$ cat src/rtl/irq_flag_pkg.sv
package irq_flag_pkg;
  localparam int FLAG_W = 11;
  localparam int IPL_W  = 3;

  typedef struct packed {
    logic [IPL_W-1:0] ipl;  // 10:8
    logic u;                // 7
    logic i;                // 6
    logic o;                // 5
    logic b;                // 4
    logic s;                // 3
    logic z;                // 2
    logic d;                // 1
    logic c;                // 0
  } flags_t;
endpackage

$ cat src/rtl/irq_accept.sv
module irq_accept
  import irq_flag_pkg::*;
#(
  parameter int SW_NUM_W   = 6,
  parameter int SW_U_LIMIT = 32
) (
  input  flags_t              flags_i,
  input  logic                hw_req_i,
  input  logic [IPL_W-1:0]    hw_prio_i,
  input  logic                sw_int_i,
  input  logic [SW_NUM_W-1:0] sw_num_i,
  output logic                accept_o,
  output logic                hw_take_o,
  output logic                clr_u_o
);
  logic sw_low;

  always_comb begin
    hw_take_o = hw_req_i && flags_i.i && (hw_prio_i > flags_i.ipl);
    sw_low    = sw_int_i && (int'(sw_num_i) < SW_U_LIMIT);
    accept_o  = hw_take_o || sw_int_i;
    clr_u_o   = hw_take_o || sw_low;
  end
endmodule

$ cat src/rtl/flag_reg.sv
module flag_reg
  import irq_flag_pkg::*;
(
  input  logic              clk_i,
  input  logic              rst_ni,
  input  logic              flg_we_i,
  input  logic [FLAG_W-1:0] flg_wdata_i,
  input  logic              alu_upd_i,
  input  logic              alu_c_i,
  input  logic              alu_z_i,
  input  logic              alu_s_i,
  input  logic              alu_o_i,
  input  logic              accept_i,
  input  logic              hw_take_i,
  input  logic              clr_u_i,
  output flags_t            flags_o
);
  flags_t flags_q, flags_d;

  always_comb begin
    flags_d = flags_q;
    if (flg_we_i) begin
      flags_d = flags_t'(flg_wdata_i);
    end else if (alu_upd_i) begin
      flags_d.c = alu_c_i;
      flags_d.z = alu_z_i;
      flags_d.s = alu_s_i;
      flags_d.o = alu_o_i;
    end
    // acceptance overrides any write in the same cycle
    if (accept_i) flags_d.i = 1'b0;
    if (clr_u_i)  flags_d.u = 1'b0;
  end

  always_ff @(posedge clk_i or negedge rst_ni) begin
    if (!rst_ni) flags_q <= '0;
    else         flags_q <= flags_d;
  end

  assign flags_o = flags_q;

  a_r3_accept_clears_i: assert property (@(posedge clk_i) disable iff (!rst_ni)
    accept_i |=> !flags_q.i);
  a_r4_hw_clears_u: assert property (@(posedge clk_i) disable iff (!rst_ni)
    hw_take_i |=> !flags_q.u);
  a_r7_alu_keeps_rest: assert property (@(posedge clk_i) disable iff (!rst_ni)
    (alu_upd_i && !flg_we_i && !accept_i) |=>
      (flags_q.b == $past(flags_q.b)) && (flags_q.ipl == $past(flags_q.ipl))
      && (flags_q.u == $past(flags_q.u)) && (flags_q.d == $past(flags_q.d)));
endmodule

$ cat src/rtl/sp_bank.sv
module sp_bank #(
  parameter int SP_W = 16
) (
  input  logic            clk_i,
  input  logic            rst_ni,
  input  logic            u_i,
  input  logic            sp_we_i,
  input  logic [SP_W-1:0] sp_wdata_i,
  output logic [SP_W-1:0] sp_o
);
  logic [SP_W-1:0] isp_q, usp_q;

  always_ff @(posedge clk_i or negedge rst_ni) begin
    if (!rst_ni) begin
      isp_q <= '0;
      usp_q <= '0;
    end else if (sp_we_i) begin
      if (u_i) usp_q <= sp_wdata_i;
      else     isp_q <= sp_wdata_i;
    end
  end

  assign sp_o = u_i ? usp_q : isp_q;

  a_r9_isp_untouched_in_user: assert property (@(posedge clk_i) disable iff (!rst_ni)
    u_i |=> isp_q == $past(isp_q));
  a_r9_usp_untouched_in_irq: assert property (@(posedge clk_i) disable iff (!rst_ni)
    !u_i |=> usp_q == $past(usp_q));
endmodule

$ cat src/rtl/irq_flag_unit.sv
module irq_flag_unit
  import irq_flag_pkg::*;
#(
  parameter int SW_NUM_W   = 6,
  parameter int SW_U_LIMIT = 32,
  parameter int SP_W       = 16
) (
  input  logic                clk_i,
  input  logic                rst_ni,
  input  logic                hw_req_i,
  input  logic [IPL_W-1:0]    hw_prio_i,
  input  logic                sw_int_i,
  input  logic [SW_NUM_W-1:0] sw_num_i,
  input  logic                alu_upd_i,
  input  logic                alu_c_i,
  input  logic                alu_z_i,
  input  logic                alu_s_i,
  input  logic                alu_o_i,
  input  logic                flg_we_i,
  input  logic [FLAG_W-1:0]   flg_wdata_i,
  input  logic                sp_we_i,
  input  logic [SP_W-1:0]     sp_wdata_i,
  output logic                accept_o,
  output logic [FLAG_W-1:0]   flags_o,
  output logic [SP_W-1:0]     sp_o,
  output logic                bank_o
);
  flags_t flags;
  logic   hw_take, clr_u;

  irq_accept #(.SW_NUM_W(SW_NUM_W), .SW_U_LIMIT(SW_U_LIMIT)) u_accept (
    .flags_i   (flags),
    .hw_req_i  (hw_req_i),
    .hw_prio_i (hw_prio_i),
    .sw_int_i  (sw_int_i),
    .sw_num_i  (sw_num_i),
    .accept_o  (accept_o),
    .hw_take_o (hw_take),
    .clr_u_o   (clr_u)
  );

  flag_reg u_flags (
    .clk_i       (clk_i),
    .rst_ni      (rst_ni),
    .flg_we_i    (flg_we_i),
    .flg_wdata_i (flg_wdata_i),
    .alu_upd_i   (alu_upd_i),
    .alu_c_i     (alu_c_i),
    .alu_z_i     (alu_z_i),
    .alu_s_i     (alu_s_i),
    .alu_o_i     (alu_o_i),
    .accept_i    (accept_o),
    .hw_take_i   (hw_take),
    .clr_u_i     (clr_u),
    .flags_o     (flags)
  );

  sp_bank #(.SP_W(SP_W)) u_sp (
    .clk_i      (clk_i),
    .rst_ni     (rst_ni),
    .u_i        (flags.u),
    .sp_we_i    (sp_we_i),
    .sp_wdata_i (sp_wdata_i),
    .sp_o       (sp_o)
  );

  assign flags_o = flags;
  assign bank_o  = flags.b;

  a_r2_masked_when_disabled: assert property (@(posedge clk_i) disable iff (!rst_ni)
    (!sw_int_i && !flags.i) |-> !accept_o);
  a_r2_equal_prio_rejected: assert property (@(posedge clk_i) disable iff (!rst_ni)
    (!sw_int_i && hw_prio_i == flags.ipl) |-> !accept_o);
  a_r5_sw_always_taken: assert property (@(posedge clk_i) disable iff (!rst_ni)
    sw_int_i |-> accept_o);
  a_r5_high_num_keeps_u: assert property (@(posedge clk_i) disable iff (!rst_ni)
    (sw_int_i && int'(sw_num_i) >= SW_U_LIMIT && !hw_take && !flg_we_i)
      |=> flags.u == $past(flags.u));
endmodule

$ cat config.mk
export PLATFORM = sky130hd
export DESIGN_NAME = irq_flag_unit
export DESIGN_NICKNAME = d
export VERILOG_FILES = /design/src/rtl/irq_flag_pkg.sv /design/src/rtl/irq_accept.sv /design/src/rtl/flag_reg.sv /design/src/rtl/sp_bank.sv /design/src/rtl/irq_flag_unit.sv
export SDC_FILE = /design/constraint.sdc
export NUM_CORES = 1
export LEC_CHECK = 0
export BUFFER_PORTS_ARGS = -buffer_cell sky130_fd_sc_hd__buf_2
export CAP_MARGIN = 20
export CORE_MARGIN = 8
export CORE_UTILIZATION = 47
export DETAILED_ROUTE_END_ITERATION = 8
export GPL_TIMING_DRIVEN = 0
export PLACE_DENSITY = 0.81
export SLEW_MARGIN = 20
export SYNTH_ARGS = -nofsm -noshare
export SYNTH_HDL_FRONTEND = slang
export SYNTH_HIERARCHICAL = 1
export SYNTH_SLANG_ARGS = --single-unit
$ cat constraint.sdc
create_clock -name clk_i -period 2.25 [get_ports clk_i]
set_input_delay 0.45 -clock clk_i [delete_from_list [all_inputs] [get_ports clk_i]]
set_output_delay 0.45 -clock clk_i [all_outputs]
set_load 0.02 [all_outputs]
==> results of run 1 <==
layout by cell type, fill, tap and decap left out, types with 3 or more instances in the layout:
cell and count:
dfrtp_1 43, buf_6 3, clkbuf_8 7, buf_2 69, mux2_2 43, ha_1 3
o21ai_0 6, mux2i_1 6, mux2_4 10, inv_1 4, nand2_1 4
area by class of cell:
cell class / instances / area (sq um)
clock buffers: 8 / 100
flip-flops and latches: 43 / 1080
well taps: 52 / 65.1
repair buffers: 68 / 340
plain buffers: 9 / 98.8
multi-input cells: 80 / 856
fillers: 349 / 1710
inverters: 4 / 15.0
registers in the layout, summed over array words and instances (netlist names):
signal	cells
u_sp/isp_q	16
u_flags/flags_o	11
u_sp/usp_q	16
power by group through the flow:
stage	Clock [mW]	Sequential, mW	Combinational, mW
finish	0.522	0.986	0.615
detailed placement	0	1.00	0.624
CTS	0.544	0.987	0.627
global route	0.571	1.01	0.662
global placement	0	0.991	0.612
floorplan	0	1.00	0.421
routing by layer:
| metal | global-route usage | wire length [um] |
|---|---|---|
| met1 | 0.142 | 1610 |
| met2 | 0.234 | 2430 |
| met3 | 0.0175 | 97 |
| met4 | 0.0719 | 103 |
| met5 | 0 | 0 |
worst reg2reg max path, cell delays in order, from the launching register on:
cell     delay, ns
dfrtp_1       0.41
buf_6         0.16
nor2b_2       0.12
buf_6         0.15
buf_12        0.15
mux2_4        0.31
path summary, 6_finish.rpt:
kind                               startpoint                 end  slack [ns]  cells past startpoint
max                        u_flags/flags_o[9]            accept_o        0.12                      6
min                                    rst_ni       u_sp/isp_q[7]        0.31                      1
max reg2reg                u_flags/flags_o[7]      u_sp/isp_q[10]        0.84                      5
min reg2reg                    u_sp/usp_q[15]      u_sp/usp_q[15]        0.51                      1
max in group asynchronous              rst_ni  u_flags/flags_o[8]        1.34                      1
min in group clk_i             flg_wdata_i[3]  u_flags/flags_o[3]        0.37                      3
==> results.toml, run 1 <==
[outcome]
status = "complete, no violations"

[sta]
period_needed_ns = 2.13
relSlewSlack = 0.363
final.period_utilization = 0.945
setup_violations = 0
finalWorstSetupSlack_ns = 0.123
hold_ws_ns = 0.309
rsz0062_at_grt = "no"
hold_viol = 0
tightest_slew_ns = 0.955
slew_violations = 0
max_freq_mhz = 470
totalNegativeSetupSlack_ns = 0
clock_skew_ns = 0.00469

[drt]
post-route-drc-count = 0
dr.pass1.iters = 2
viasPerCell = 4.95
ant_nets = 0
drt-initial-drc-count = 32
vias = 1306
post_drt_wl_per_cell_um = 16.1
drt-total-wl_mm = 4.24

[yosys]
synth_cells = 136
syn-cell-area_sq_mm = 0.00205
ys_warn_count = 6
avgSynthCellArea_sq_um = 15.0
synth_fp_nets = 186

[final_layout]
diodes = 0
drive_above_1_share = 0.665
fin_util = 0.598
nNetsFinal = 261
layout.cells.non_filler = 264
design_area_sq_mm = 0.00255
area_growth_pct = 24.7

[setup_path]
worst-path-max-fanout = 3
crit_path_end_kind = "output port"
worstSetupPathType = "register to output port"
path_delay_family = "compound AO/OA/AOI/OAI gates"
worstPathCellList = "inv_1, ha_1, nor2b_4, o311ai_4, o21ai_0, buf_2"
critPathMaxStageDelay_ns = 0.36
critical-path-slowest-cell = "dfrtp_1"
crit_buf_inv = 2
critPathLaunchType = "register"
required_ns = 1.80
worst_ep_arrival_time_ns = 1.68

[clock_network]
cts_hold_buf = 0
numCtsBuffers = 5
ctsResizeCount = 0
cts_tree = "done"
post_cts_buffers = 0
clockBufferDepth = 2
cts.sink_count = 43
clock_latency_ns = 0.28
path_clk_slew_ns = 0.08
htree_levels = 2
root_buffer = "clkbuf_8"

[die]
core_area_sq_mm = 0.00426
die_h_um = 82.0
initial_core_util = 0.480
rows = 24
pin_count = 76
die_x_um = 82.0
dieArea_sq_mm = 0.00672

[place]
placedCellCount = 256
port_buffers = 68
dpl_cell_area_sq_mm = 0.00245
hpwl_mm = 3.22
dp_slack_ns = 0.263
gp_congestion = 0.747

[power_and_ir_drop]
p_sw_mw = 0.610
power.share.sequential = 0.464
swShare = 0.287
p_total_mw = 2.12
vdd_drop_max_mv = 0.475
total_leakage_power_nw = 1.26
power_density_mw_per_mm2 = 832
comb_power_share = 0.290
internal-power_mw = 1.51
p_clk_frac = 0.246

[global_route]
grt-ovfl-total = 0
antenna_found_initial = 0
gr-usage-all-layers = 0.129
grt_pass1_wl_mm = 6.74
grt_pass1_vias = 1440
grt_max_degree = 44

[min_path]
hp-class = "input port to async pin"

[job]
cap_violations = 0
(Power assumes the default switching activity.)
==> run 2, diff against run 1 <==
--- a/config.mk
+++ b/config.mk
@@ -7,11 +7,11 @@
 export LEC_CHECK = 0
 export BUFFER_PORTS_ARGS = -buffer_cell sky130_fd_sc_hd__buf_2
 export CAP_MARGIN = 20
-export CORE_MARGIN = 8
+export CORE_MARGIN = 2
 export CORE_UTILIZATION = 47
 export DETAILED_ROUTE_END_ITERATION = 8
 export GPL_TIMING_DRIVEN = 0
-export PLACE_DENSITY = 0.81
+export PLACE_DENSITY = 0.77
 export SLEW_MARGIN = 20
 export SYNTH_ARGS = -nofsm -noshare
 export SYNTH_HDL_FRONTEND = slang
==> constraint.sdc (replaced) <==
create_clock -name clk_i -period 2.25 [get_ports clk_i]
set_input_delay 0.45 -clock clk_i [delete_from_list [all_inputs] [get_ports clk_i]]
set_output_delay 0.45 -clock clk_i [all_outputs]
set_load 0.05 [all_outputs]
==> run 2 against run 1 <==
  * Via count fell by 1.1%
  * Core utilization increased by 2.8 points
  * Combinational power rose by 33%
  * First-iteration DRC count up 47%
  * Sequential share of layout area fell by 0.14 points
  * Setup slack worse by 0.0035 ns
  * Sequential power barely moved
  * Cell area rose by 0.34%
  * Clock skew increased by 0.0015 ns
  * Non-clock buffer count decreased by 1
  * Clock-buffer cell count is 3 lower
  * Final cell count shrank 1.1%
==> results.toml, run 2 (same netlist as run 1, synthesis figures left out) <==
[sta]
relSlewSlack = 0.371
hold_viol = 0
max_freq_mhz = 469
rsz0062_at_grt = "no"
clock_skew_ns = 0.00620
slew_violations = 0
final.period_utilization = 0.947
period_needed_ns = 2.13
setup_violations = 0
tightest_slew_ns = 0.944
totalNegativeSetupSlack_ns = 0

[global_route]
antenna_found_initial = 0
grt_pass1_vias = 1388
grt-ovfl-total = 0
grt_pass1_wl_mm = 6.14
grt_max_degree = 44
gr-usage-all-layers = 0.160

[drt]
drt-initial-drc-count = 47
drt-total-wl_mm = 3.66
post_drt_wl_per_cell_um = 14.0
ant_nets = 0
vias = 1291
post-route-drc-count = 0
viasPerCell = 4.95
dr.pass1.iters = 3

[die]
pin_count = 76
rows = 23
die_x_um = 70.0
core_area_sq_mm = 0.00409
initial_core_util = 0.501
die_h_um = 70.0
dieArea_sq_mm = 0.00490

[clock_network]
htree_levels = 2
clock_latency_ns = 0.29
path_clk_slew_ns = 0.07
clockBufferDepth = 2
root_buffer = "clkbuf_8"
numCtsBuffers = 5
cts_tree = "done"
post_cts_buffers = 0
cts.sink_count = 43

[final_layout]
final_common_cell = "buf_2"
layout.cells.non_filler = 261
final_cell_mix = "68 x buf_2, 43 x mux2_2, 43 x dfrtp_1"
drive_above_1_share = 0.673
nNetsFinal = 260
area_growth_pct = 25.1
diodes = 0
fill_cells = 332

[setup_path]
reg2regPathDepth = 5
worstSetupPathType = "register to output port"
critical-path-slowest-cell = "dfrtp_1"
critPathMaxStageDelay_ns = 0.37
crit_path_end_kind = "output port"
required_ns = 1.80
critical_path_depth = 6
worst_ep_arrival_time_ns = 1.68
crit_buf_inv = 2
path_delay_family = "flip-flops"
worst-path-max-fanout = 3
worstPathCellList = "inv_1, ha_1, nor2b_4, o311ai_4, o21ai_2, buf_2"
critPathLaunchType = "register"

[power_and_ir_drop]
power_density_mw_per_mm2 = 935
vdd_drop_max_mv = 0.565
total_leakage_power_nw = 1.26

[outcome]
status = "complete, no violations"

[place]
hpwl_mm = 2.72
placedCellCount = 254
port_buffers = 68
gp_congestion = 0.694

[job]
cap_violations = 0

[min_path]
hp-class = "input port to async pin"
[run 2: cell types whose count changed in the layout (fill, tap and decap cells not counted)]
cell	before	now
bufinv_16	0	1
clkinv_4	0	1
o21ai_0	6	5
clkinv_2	0	1
clkbuf_1	1	0
o21ai_2	0	1
buf_2	69	68
clkbuf_8	7	5
[run 2: worst register-to-register path, stage by stage (launching register included)]
cell and delay [ns]:
dfrtp_1 0.41, buf_6 0.19, nor2b_2 0.14, buf_6 0.15, buf_12 0.15, mux2_4 0.30
[run 2: timing repair]
action | CTS | global route
hold buffers | 0 | 0
gates resized for setup | 0 | 0
setup endpoints to repair | 0 | 10
[run 2: routing by layer]
metal | up-vias | global-route usage | part of all wire
li1 | 627 | - | -
met1 | 630 | 0.184 | 0.43
met2 | 29 | 0.275 | 0.51
met3 | 5 | 0.0606 | 0.056
met4 | 0 | 0.0513 | 0.010
met5 | - | 0 | 0
[run 2: area by class of cell]
| class | instances | area (sq um) | area share |
|---|---|---|---|
| clock buffer | 5 | 68.8 | 0.0269 |
| sequential | 43 | 1080 | 0.420 |
| multi-input combinational | 80 | 860 | 0.336 |
| clock inverter | 3 | 43.8 | 0.0171 |
| inverter | 4 | 15.0 | 0.00587 |
| tap | 50 | 62.6 | 0.0244 |
| buffer | 8 | 93.8 | 0.0367 |
| timing repair buffer | 68 | 340 | 0.133 |
[run 2: report_power, final]
group / leakage [nW] / total (mW) / internal, mW / switching (mW)
registers: 0.508 / 0.987 / 0.915 / 0.0720
clock network: 0.0581 / 0.590 / 0.330 / 0.260
logic: 0.697 / 0.816 / 0.317 / 0.499
[run 2: worst paths after layout]
check                                    from                 end  slack (ns)
min reg2reg                    u_sp/usp_q[15]      u_sp/usp_q[15]        0.51
min                                    rst_ni  u_flags/flags_o[1]        0.29
max in group asynchronous              rst_ni       u_sp/usp_q[3]        1.36
max                        u_flags/flags_o[9]            accept_o        0.12
max reg2reg                u_flags/flags_o[7]       u_sp/isp_q[1]        0.81
min in group clk_i             flg_wdata_i[2]  u_flags/flags_o[2]        0.36
[run 2: per-stage QoR]
stage	power [mW]	setup slack [ns]	util	instance area, sq um	hold WS, ns
floorplan	1.65	0.0428	-	2050	0.154
global placement	1.81	0.273	0.600	2450	0.481
detailed placement	1.83	0.258	0.600	2450	0.489
CTS	2.43	0.0463	0.628	2560	0.325
global route	2.52	0.0220	0.626	2560	0.363
finish	2.39	0.120	0.626	2560	0.290
